## src/rtl/xseq_pkg.sv

```systemverilog
`timescale 1ns/1ps
// Shared types for the byte-count transfer sequencer.
// Assumes a 16-bit control word; bit positions are fixed by the control layout.
package xseq_pkg;
    localparam int B_EN  = 15;
    localparam int B_ORD = 14;
    localparam int B_MST = 10;
    localparam int B_TRX = 9;
    localparam int B_XA  = 8;
    localparam int B_RPT = 2;
    localparam int B_STP = 1;
    localparam int B_STT = 0;
    localparam logic [15:0] CTL_KEEP = 16'hCF87;

    typedef enum logic [1:0] {
        CMD_ADDR = 2'd0,
        CMD_WR   = 2'd1,
        CMD_RD   = 2'd2,
        CMD_STOP = 2'd3
    } cmd_e;

    typedef enum logic [2:0] {
        SQ_IDLE, SQ_ADDR, SQ_DATA, SQ_XFER, SQ_STOP
    } sq_e;

    typedef struct packed {
        logic ld_cnt;
        logic dec_cnt;
        logic clr_stt;
        logic clr_stp;
        logic clr_mst;
        logic set_nack;
        logic set_ardy;
        logic xrdy_set;
        logic xrdy_clr;
        logic rrdy_set;
    } act_t;
endpackage

```

## src/rtl/xseq_ctl.sv

```systemverilog
`timescale 1ns/1ps
// Control word storage. A host write replaces the kept bits; the start bit
// is stored only when the start is accepted. Sequencer clears apply when
// no host write occurs in the same cycle (the write wins).
module xseq_ctl
    import xseq_pkg::*;
(
    input  logic        clk,
    input  logic        rst_n,
    input  logic        soft_rst,
    input  logic        ctl_we,
    input  logic [15:0] ctl_wdata,
    input  logic        start_go,
    input  logic        clr_stt,
    input  logic        clr_stp,
    input  logic        clr_mst,
    output logic [15:0] ctl
);
    logic [15:0] ctl_nxt;

    // Next control word from host write or sequencer self-clears.
    always_comb begin
        ctl_nxt = ctl;
        if (ctl_we) begin
            ctl_nxt        = ctl_wdata & CTL_KEEP;
            ctl_nxt[B_STT] = start_go;
        end else begin
            if (clr_stt) ctl_nxt[B_STT] = 1'b0;
            if (clr_stp) ctl_nxt[B_STP] = 1'b0;
            if (clr_mst) ctl_nxt[B_MST] = 1'b0;
        end
    end

    // Control register with hard and soft reset.
    always_ff @(posedge clk) begin
        if (!rst_n || soft_rst) ctl <= '0;
        else                    ctl <= ctl_nxt;
    end
endmodule

```

## src/rtl/xseq_count.sv

```systemverilog
`timescale 1ns/1ps
// Programmed and current byte counts. The current count loads from the
// programmed count and steps down by one per counted byte.
// Assumes the sequencer never requests a decrement at zero.
module xseq_count #(
    parameter int CW = 16
) (
    input  logic          clk,
    input  logic          rst_n,
    input  logic          soft_rst,
    input  logic          prog_we,
    input  logic [CW-1:0] prog_val,
    input  logic          load,
    input  logic          dec,
    output logic [CW-1:0] prog,
    output logic [CW-1:0] cur
);
    // Programmed count register.
    always_ff @(posedge clk) begin
        if (!rst_n || soft_rst) prog <= '0;
        else if (prog_we)       prog <= prog_val;
    end

    // Current remaining count.
    always_ff @(posedge clk) begin
        if (!rst_n || soft_rst) cur <= '0;
        else if (load)          cur <= prog;
        else if (dec)           cur <= cur - CW'(1);
    end

    AST_NO_UNDERFLOW: assert property (@(posedge clk) disable iff (!rst_n)
        (dec && !load && !soft_rst) |-> (cur != '0));
endmodule

```

## src/rtl/xseq_status.sv

```systemverilog
`timescale 1ns/1ps
// Status flags: not-acknowledge, access-ready, transmit-ready, receive-ready.
// Sticky flags clear only by reset; receive-ready drops when the buffer empties.
module xseq_status
    import xseq_pkg::*;
(
    input  logic clk,
    input  logic rst_n,
    input  logic soft_rst,
    input  act_t act,
    input  logic rx_empty,
    output logic st_nack,
    output logic st_ardy,
    output logic st_xrdy,
    output logic st_rrdy
);
    // Sticky error and completion flags.
    always_ff @(posedge clk) begin
        if (!rst_n || soft_rst) begin
            st_nack <= 1'b0;
            st_ardy <= 1'b0;
        end else begin
            if (act.set_nack) st_nack <= 1'b1;
            if (act.set_ardy) st_ardy <= 1'b1;
        end
    end

    // Buffer-side ready flags.
    always_ff @(posedge clk) begin
        if (!rst_n || soft_rst) begin
            st_xrdy <= 1'b0;
            st_rrdy <= 1'b0;
        end else begin
            if (act.xrdy_set)      st_xrdy <= 1'b1;
            else if (act.xrdy_clr) st_xrdy <= 1'b0;
            if (act.rrdy_set)      st_rrdy <= 1'b1;
            else if (rx_empty)     st_rrdy <= 1'b0;
        end
    end
endmodule

```

## src/rtl/xseq_fsm.sv

```systemverilog
`timescale 1ns/1ps
// Transfer phase machine. It keeps one bus-engine command outstanding and
// walks address, data and stop phases. It emits one-cycle action strobes
// for the control, count and status registers.
// Assumes eng_done is a single-cycle pulse per command.
module xseq_fsm
    import xseq_pkg::*;
#(
    parameter int CW    = 16,
    parameter int DEPTH = 4,
    parameter int LW    = 3
) (
    input  logic          clk,
    input  logic          rst_n,
    input  logic          soft_rst,
    input  logic          start_go,
    input  logic [15:0]   ctl,
    input  logic [CW-1:0] cur,
    input  logic [CW-1:0] prog,
    input  logic [LW-1:0] tx_level,
    input  logic [LW-1:0] rx_level,
    input  logic          eng_busy,
    input  logic          eng_done,
    input  logic          eng_nack,
    input  logic          rx_drained,
    output logic          idle,
    output logic          cmd_valid,
    output cmd_e          cmd_kind,
    output logic          tx_pop,
    output logic          rx_push,
    output act_t          act
);
    sq_e  st, nxt;
    logic mst, trx, rpt, stp;
    logic tx_avail, rx_room;

    assign mst      = ctl[B_MST];
    assign trx      = ctl[B_TRX];
    assign rpt      = ctl[B_RPT];
    assign stp      = ctl[B_STP];
    assign tx_avail = eng_busy && (tx_level != '0);
    assign rx_room  = eng_busy && (rx_level < LW'(DEPTH));
    assign idle     = (st == SQ_IDLE);

    // Phase register.
    always_ff @(posedge clk) begin
        if (!rst_n || soft_rst) st <= SQ_IDLE;
        else                    st <= nxt;
    end

    // Command presented to the bus engine in each phase.
    always_comb begin
        cmd_valid = 1'b1;
        cmd_kind  = CMD_ADDR;
        unique case (st)
            SQ_ADDR: cmd_kind = CMD_ADDR;
            SQ_XFER: cmd_kind = trx ? CMD_WR : CMD_RD;
            SQ_STOP: cmd_kind = CMD_STOP;
            default: cmd_valid = 1'b0;
        endcase
    end

    // Phase transitions and action strobes.
    always_comb begin
        nxt     = st;
        act     = '0;
        tx_pop  = 1'b0;
        rx_push = 1'b0;
        unique case (st)
            SQ_IDLE: if (start_go) nxt = SQ_ADDR;
            SQ_ADDR: if (eng_done) begin
                act.clr_stt = 1'b1;
                if (eng_nack) begin
                    act.set_nack = 1'b1;
                    act.clr_stp  = 1'b1;
                    nxt          = SQ_IDLE;
                end else begin
                    act.ld_cnt = 1'b1;
                    nxt        = SQ_DATA;
                    if (trx && !rpt) begin
                        act.xrdy_set = (prog != '0);
                        act.xrdy_clr = (prog == '0);
                    end
                end
            end
            SQ_DATA: begin
                if (!mst) begin
                    nxt = SQ_IDLE;
                end else if (rpt) begin
                    if (stp)                   nxt = SQ_STOP;
                    else if (trx && tx_avail)  nxt = SQ_XFER;
                    else if (trx)              act.xrdy_set = (tx_level == '0);
                    else if (rx_room)          nxt = SQ_XFER;
                end else if (cur == '0) begin
                    if (stp) nxt = SQ_STOP;
                    else begin
                        act.set_ardy = 1'b1;
                        act.clr_mst  = 1'b1;
                        nxt          = SQ_IDLE;
                    end
                end else if (trx ? tx_avail : rx_room) begin
                    nxt = SQ_XFER;
                end
            end
            SQ_XFER: if (eng_done) begin
                act.dec_cnt  = !rpt && (cur != '0);
                tx_pop       = trx;
                rx_push      = !trx && !eng_nack;
                act.rrdy_set = !trx && !eng_nack;
                if (eng_nack) begin
                    act.set_nack = 1'b1;
                    act.clr_stp  = 1'b1;
                    act.xrdy_clr = 1'b1;
                    nxt          = SQ_IDLE;
                end else begin
                    if (trx && !rpt) begin
                        act.xrdy_set = (cur != CW'(1));
                        act.xrdy_clr = (cur == CW'(1));
                    end
                    nxt = SQ_DATA;
                end
            end
            SQ_STOP: if (eng_done) begin
                act.clr_stp = 1'b1;
                act.ld_cnt  = 1'b1;
                nxt         = SQ_IDLE;
            end
            default: nxt = SQ_IDLE;
        endcase
        if (rx_drained && mst && !trx) begin
            act.set_ardy = 1'b1;
            act.clr_mst  = 1'b1;
        end
    end

    AST_CMD_HOLD: assert property (@(posedge clk) disable iff (!rst_n)
        (cmd_valid && !eng_done && !soft_rst) |=> (cmd_valid && $stable(cmd_kind)));
endmodule

```

## src/rtl/xseq_top.sv

```systemverilog
`timescale 1ns/1ps
// Byte-count transfer sequencer top. It ties the control register, the
// counters, the status flags and the phase machine together. Assumes an
// external bus engine and external staging buffers that report their levels.
module xseq_top
    import xseq_pkg::*;
#(
    parameter int CW     = 16,
    parameter int AW     = 10,
    parameter int DEPTH  = 4,
    parameter bit LEGACY = 1'b1,
    localparam int LW    = $clog2(DEPTH + 1)
) (
    input  logic          clk,
    input  logic          rst_n,
    input  logic          ctl_we,
    input  logic [15:0]   ctl_wdata,
    input  logic          cnt_we,
    input  logic [CW-1:0] cnt_wdata,
    input  logic [AW-1:0] tgt_addr,
    output logic [15:0]   ctl_q,
    output logic [CW-1:0] cnt_cur,
    output logic          cmd_valid,
    output logic [1:0]    cmd_kind,
    output logic [AW-1:0] cmd_addr,
    output logic          cmd_rnw,
    input  logic          eng_done,
    input  logic          eng_nack,
    input  logic          eng_busy,
    input  logic [LW-1:0] tx_level,
    output logic          tx_pop,
    input  logic [LW-1:0] rx_level,
    output logic          rx_push,
    input  logic          rx_drained,
    output logic          st_nack,
    output logic          st_ardy,
    output logic          st_xrdy,
    output logic          st_rrdy
);
    logic          soft_rst, start_go, idle;
    logic [CW-1:0] prog;
    cmd_e          kind;
    act_t          act;

    assign soft_rst = LEGACY && ctl_we && !ctl_wdata[B_EN];
    assign start_go = ctl_we && idle && ctl_wdata[B_EN] && ctl_wdata[B_MST]
                      && !ctl_wdata[B_XA] && ctl_wdata[B_STT];
    assign cmd_kind = kind;
    assign cmd_addr = tgt_addr;
    assign cmd_rnw  = !ctl_q[B_TRX];

    xseq_ctl u_ctl (
        .clk(clk), .rst_n(rst_n), .soft_rst(soft_rst),
        .ctl_we(ctl_we), .ctl_wdata(ctl_wdata), .start_go(start_go),
        .clr_stt(act.clr_stt), .clr_stp(act.clr_stp), .clr_mst(act.clr_mst),
        .ctl(ctl_q)
    );

    xseq_count #(.CW(CW)) u_cnt (
        .clk(clk), .rst_n(rst_n), .soft_rst(soft_rst),
        .prog_we(cnt_we), .prog_val(cnt_wdata),
        .load(act.ld_cnt), .dec(act.dec_cnt),
        .prog(prog), .cur(cnt_cur)
    );

    xseq_status u_sts (
        .clk(clk), .rst_n(rst_n), .soft_rst(soft_rst), .act(act),
        .rx_empty(rx_level == '0),
        .st_nack(st_nack), .st_ardy(st_ardy), .st_xrdy(st_xrdy), .st_rrdy(st_rrdy)
    );

    xseq_fsm #(.CW(CW), .DEPTH(DEPTH), .LW(LW)) u_fsm (
        .clk(clk), .rst_n(rst_n), .soft_rst(soft_rst), .start_go(start_go),
        .ctl(ctl_q), .cur(cnt_cur), .prog(prog),
        .tx_level(tx_level), .rx_level(rx_level), .eng_busy(eng_busy),
        .eng_done(eng_done), .eng_nack(eng_nack), .rx_drained(rx_drained),
        .idle(idle), .cmd_valid(cmd_valid), .cmd_kind(kind),
        .tx_pop(tx_pop), .rx_push(rx_push), .act(act)
    );

    AST_WR_GATED: assert property (@(posedge clk) disable iff (!rst_n)
        (cmd_valid && cmd_kind == CMD_WR && !$past(cmd_valid))
        |-> ($past(eng_busy) && $past(tx_level) != '0));
    AST_RD_GATED: assert property (@(posedge clk) disable iff (!rst_n)
        (cmd_valid && cmd_kind == CMD_RD && !$past(cmd_valid))
        |-> ($past(eng_busy) && $past(rx_level) < LW'(DEPTH)));
    AST_STOP_REQ: assert property (@(posedge clk) disable iff (!rst_n)
        (cmd_valid && cmd_kind == CMD_STOP && !$past(cmd_valid) && !$past(ctl_we))
        |-> ctl_q[B_STP]);
    AST_NACK_STP: assert property (@(posedge clk) disable iff (!rst_n)
        ($rose(st_nack) && !$past(ctl_we)) |-> !ctl_q[B_STP]);
    AST_ARDY_MST: assert property (@(posedge clk) disable iff (!rst_n)
        ($rose(st_ardy) && !$past(ctl_we)) |-> !ctl_q[B_MST]);
endmodule

```

## config.mk

```make
export PLATFORM = sky130hd
export DESIGN_NAME = xseq_top
export DESIGN_NICKNAME = d
export VERILOG_FILES = /design/src/rtl/xseq_pkg.sv /design/src/rtl/xseq_ctl.sv /design/src/rtl/xseq_count.sv /design/src/rtl/xseq_status.sv /design/src/rtl/xseq_fsm.sv /design/src/rtl/xseq_top.sv
export SDC_FILE = /design/constraint.sdc
export NUM_CORES = 1
export LEC_CHECK = 0
export BUFFER_PORTS_ARGS = -buffer_cell sky130_fd_sc_hd__clkbuf_2
export CORE_ASPECT_RATIO = 0.5
export CORE_MARGIN = 2
export CORE_UTILIZATION = 52
export DETAILED_ROUTE_END_ITERATION = 7
export GPL_ROUTABILITY_DRIVEN = 0
export HOLD_SLACK_MARGIN = 0.06
export MAX_ROUTING_LAYER = met4
export PLACE_DENSITY = 0.86
export SLEW_MARGIN = 0
export SYNTH_ARGS = -nofsm -noshare
export SYNTH_HDL_FRONTEND = slang
export SYNTH_HIERARCHICAL = 1
export SYNTH_SLANG_ARGS = --single-unit
```

## constraint.sdc

```tcl
create_clock -name clk -period 3.9 [get_ports clk]
set_input_delay 0.585 -clock clk [delete_from_list [all_inputs] [get_ports clk]]
set_output_delay 0.585 -clock clk [all_outputs]
set_load 0.01 [all_outputs]
```

After elaboration in Yosys (flattened, before gate mapping)
Index checks and enable logic that the tools add are counted.
{"block": "totals", "ff_bits": 49, "word_cells": 131}
{"block": "op_classes", "addsub": 1, "mux": 68, "n_reduce_logical": 38, "magnitude_cmp": 1, "eq_ne": 12}
{"operator": "2-to-1 mux 3 bit", "n": 13}
{"operator": "2-to-1 mux 1 bit", "n": 38}
{"operator": "zero test 16 bit", "n": 2}
{"operator": "2-to-1 mux 16 bit", "n": 2}
{"operator": "nonzero test 16 bit", "n": 2}
{"operator": "2-to-1 mux 2 bit", "n": 9}
{"operator": "equality test 16 x 1 -> 1 bit, second input constant", "n": 1}
{"operator": "!= test 16 x 1 -> 1 bit, second input constant", "n": 1}
{"operator": "subtractor 16 x 1 -> 16 bit, second input constant", "n": 1}
{"operator": "logical AND 1 bit", "n": 14}
{"operator": "!= test 6 bit, second input constant", "n": 2}
{"operator": "case mux 3 bit (4 select lines)", "n": 1}
{"operator": "nonzero test 2 bit", "n": 6}
{"operator": "zero test 3 bit", "n": 3}
{"operator": "equality test 3 x 2 -> 1 bit, second input constant", "n": 2}
{"operator": "zero test 1 bit", "n": 6}
{"operator": "case mux 1 bit (3 select lines)", "n": 2}
{"operator": "AND reduction 6 bit", "n": 1}
{"operator": "!= test 5 bit, second input constant", "n": 1}
{"operator": "!= test 2 x 1 -> 1 bit, second input constant", "n": 2}
{"operator": "case mux 1 bit (2 select lines)", "n": 2}
{"operator": "case mux 2 bit (2 select lines)", "n": 1}
{"operator": "equality test 3 x 1 -> 1 bit, second input constant", "n": 1}
{"operator": "equality test 3 bit, second input constant", "n": 1}
{"operator": "other kinds (6)", "n": 6}

Depth between registers and ports, before layout
{"block": "logic_depth", "word_depth": 9, "depth_mapped": 9, "ltp_nobuf": 8}

By module
The synthesis kept the hierarchy.
{"module": "xseq_count", "instances": 1, "area_per_inst_um2": 1418.9, "cells_each": 151, "seq_area_each_um2": 640.6}
{"module": "xseq_fsm", "instances": 1, "area_per_inst_um2": 484.2, "cells_each": 74, "seq_area_each_um2": 60.1}
{"module": "xseq_ctl", "instances": 1, "area_per_inst_um2": 415.4, "cells_each": 43, "seq_area_each_um2": 200.2}
{"module": "xseq_status", "instances": 1, "area_per_inst_um2": 166.4, "cells_each": 15, "seq_area_each_um2": 80.1}
{"module": "xseq_top", "instances": 1, "area_per_inst_um2": 111.4, "cells_each": 15, "seq_area_each_um2": 0.0}

Worst setup path after synthesis
OpenSTA, ideal clock, no wires.
{"block": "synth_timing", "kind": "input to register", "from": "in eng_done", "to": "reg u_cnt.cur[8]", "setup_time_ps": 70, "n_path_buf": 1, "stages": 7, "setup_slack_ps": 1536, "arrival_time_ps": 2294, "required_time_ps": 3830, "cell_sequence": "clkbuf_1 > nand2_1 > nor2_1 > nand4bb_1 > or4b_1 > xor2_1 > a21oi_1"}
{"element": "start, declared", "line": "xseq_top.sv:27", "rtl": "input logic eng_done,"}
{"element": "end signal, assigned", "line": "xseq_count.sv:27", "rtl": "else if (load) cur <= prog;"}
{"element": "end signal, assigned", "line": "xseq_count.sv:28", "rtl": "else if (dec) cur <= cur - CW'(1);"}
{"element": "end, declared", "line": "xseq_count.sv:16", "rtl": "output logic [CW-1:0] cur"}

==> metrics <==
CTS tree=yes; Lkg Pwr=0.001303 uW; Final setup viols=0; Syn Area/Cell=8.712 sq um; RSZ-0062 raised after global routing=no; grt ovf=0; Initial Util=0.5337; CP top delay family=simple AND/OR/NAND/NOR gates; Post-Synth Adder-Cell Area=0.004819; Post CTS Setup Buffer Count=0; Die H=53.97 microns; Critical Path End Type=flip-flop; synthesis-to-finish area growth=15.66%; Synth Area in Compound Gates=0.1195; top cells by area, synth=dfxtp_1 38%, mux2i_1 9.3%, buf_4 5.5%; post-route design area=0.003003 sq mm; vias in the first global route=2,277; crit path launch type=flip-flop; Post-Syn Instances=298; drt drc=0; drt via density=5.606; kind of critical path=reg -> reg; fmax=352.5 MHz; relative slew slack=0.5454; Distinct cells, synth=56; hpwl dp=4.774 mm; CTS Hold Buffers Added=0; Worst Path Buf+Inv=0; Most used DFF post-synth=dfxtp_1; initial DRC count=143; Post-synth EDFFs=0; Max-Cap Viols=0; Hold Path Class=reg -> reg; # IOs=108; global-route wire length before repair=10.23 mm; Pwr Density=332.4 mW/mm^2; via count=2,388; Final ANT Viol Nets=0; #FFs+latches synth=49; Ant. Diodes=0; Yosys warning count=6; number of buffers added on ports=75; Clock Sinks=49; Synth Area in Simple Gates=0.2708; Syn Std Cell Area=0.002596 sq mm; CTS buffer count=5; worst vdd ir=0.1451 mV; Core Area=0.004865 sq mm; mux cell area share after synthesis=0.09253; initial antenna violation count=0; Layout Skew=5.529 ps; CP cell instances=nor4_1 > nand4_1 > o21bai_1 > nor2_1 > nor3b_2 > nand2_1 > or4_1 > a31oi_1; ys async rst share=0; NumNets Final=412; endpoints failing hold=0; worst-case clock buffer depth=2; clk_lat worst skew=300 ps; outcome=complete, no violations; Root Driver=clkbuf_8; clock slew at reported path FFs=90 ps; cell taking the most area after synthesis=dfxtp_1; Max FO, Critical Path=10; Die X=103.9 microns; full die area=0.005608 sq mm; largest net degree at the start of global routing=27; Yosys top cell area share=0.3778; GRT Overall Usage=0.2382; most common cell in the netlist=dfxtp_1; Synth Area in XOR/XNOR=0.04048; synth cell count leaders=49 x dfxtp_1, 38 x nor2_1, 24 x mux2i_1; post-CTS sizing=0; sequential fraction of the synthesis area=0.3778; Final Cycle Share=0.7273; Max Slew Vio Count=0; Worst Path Arrival=3070 ps; Slowest-stage cell, CP=dfxtp_1; share of cells above drive strength 1=0.2781; drt wl/cell=15.29 microns; Initial DRT Pass Iterations=5; instance area after placement=0.002887 sq mm; final setup TNS=0 ps; Slew @ Worst Pin=681.8 ps; minimum clock period=2837 ps; H-tree lvl count=2; Required @ worst endpoint=4130 ps; largest family of logic cells by synthesized area=simple AND/OR/NAND/NOR gates; final WL=6.513 mm; std cell rows=18; CP peak stage delay=550 ps
-- flip-flops by register name, indices dropped and copies added, names as in the netlist --
signal         count
u_cnt/cur         16
u_cnt/prog        16
u_ctl/ctl         10
u_fsm/st           3
u_sts/st_ardy      1
u_sts/st_nack      1
u_sts/st_rrdy      1
u_sts/st_xrdy      1
-- worst register-to-register path: stages (launching register included) --
cell,delay [ps]
dfxtp_1,550
nor4_1,100
nand4_1,260
o21bai_1,130
nor2_1,380
nor3b_2,490
nand2_1,240
or4_1,460
a31oi_1,160
-- per-stage QoR --
stage	utilization	std cells	hold slack [ps]	power (uW)	setup WS, ps
floorplan	-	303	476.7	610.7	1536
global placement	0.5934	418	452.8	631.7	1380
detailed placement	0.5934	418	462.2	635.5	1266
CTS	0.6173	426	482.5	1003	1171
global route	0.6173	426	509.9	1038	873.6
finish	0.6173	426	479.6	998.1	1063
-- worst paths after layout --
check	end	depth (start not counted)	startpoint	slack (ps)
max reg2reg	u_cnt/cur[15]	8	u_cnt/cur[4]	1060
min	u_sts/st_nack	2	u_sts/st_nack	480
min reg2reg	u_sts/st_nack	2	u_sts/st_nack	480
max	u_cnt/cur[15]	8	u_cnt/cur[4]	1060
-- layer usage --
layer  up-vias  track usage  part of all wire
li1       1147            -                 -
met1      1097       0.2569              0.40
met2       112       0.4572              0.51
met3        32      0.04600             0.064
met4         0      0.08784             0.030
met5         -            -                 0
-- layout make-up --
class / instances / area [sq um]
fill: 415 / 1862
multi-input combinational: 212 / 1394
sequential: 49 / 980.9
timing repair buffer: 76 / 382.9
tap: 70 / 87.58
clock buffer: 7 / 86.33
inverter: 11 / 41.29
clock inverter: 1 / 30.03
-- power breakdown --
group          total (uW)  internal (uW)  switching [uW]
clock network         372            209             163
logic                98.9           44.2            54.7
registers             527            514            13.5
-- placed cells by master, fill, tap and decap left out, types with 7 or more instances in the layout --
master / Yosys / layout
a21oi_1: 20 / 20
clkbuf_2: 0 / 75
dfxtp_1: 49 / 49
inv_1: 10 / 10
mux2i_1: 24 / 24
nand2_1: 11 / 11
nor2_1: 38 / 38
nor3_1: 11 / 11
nor4_1: 7 / 7
o21ai_0: 16 / 16
xor2_1: 8 / 8
-- cell families (layout without fill, tap and decap cells) --
logic type	Yosys count	in the layout
simple gates	116	116
compound gates	53	53
flops	49	49
buf+inv	42	95
mux	24	24
xor+xnor	12	12
fa+ha+maj	1	1
other cells	1	6
(Power assumes the default switching activity.)
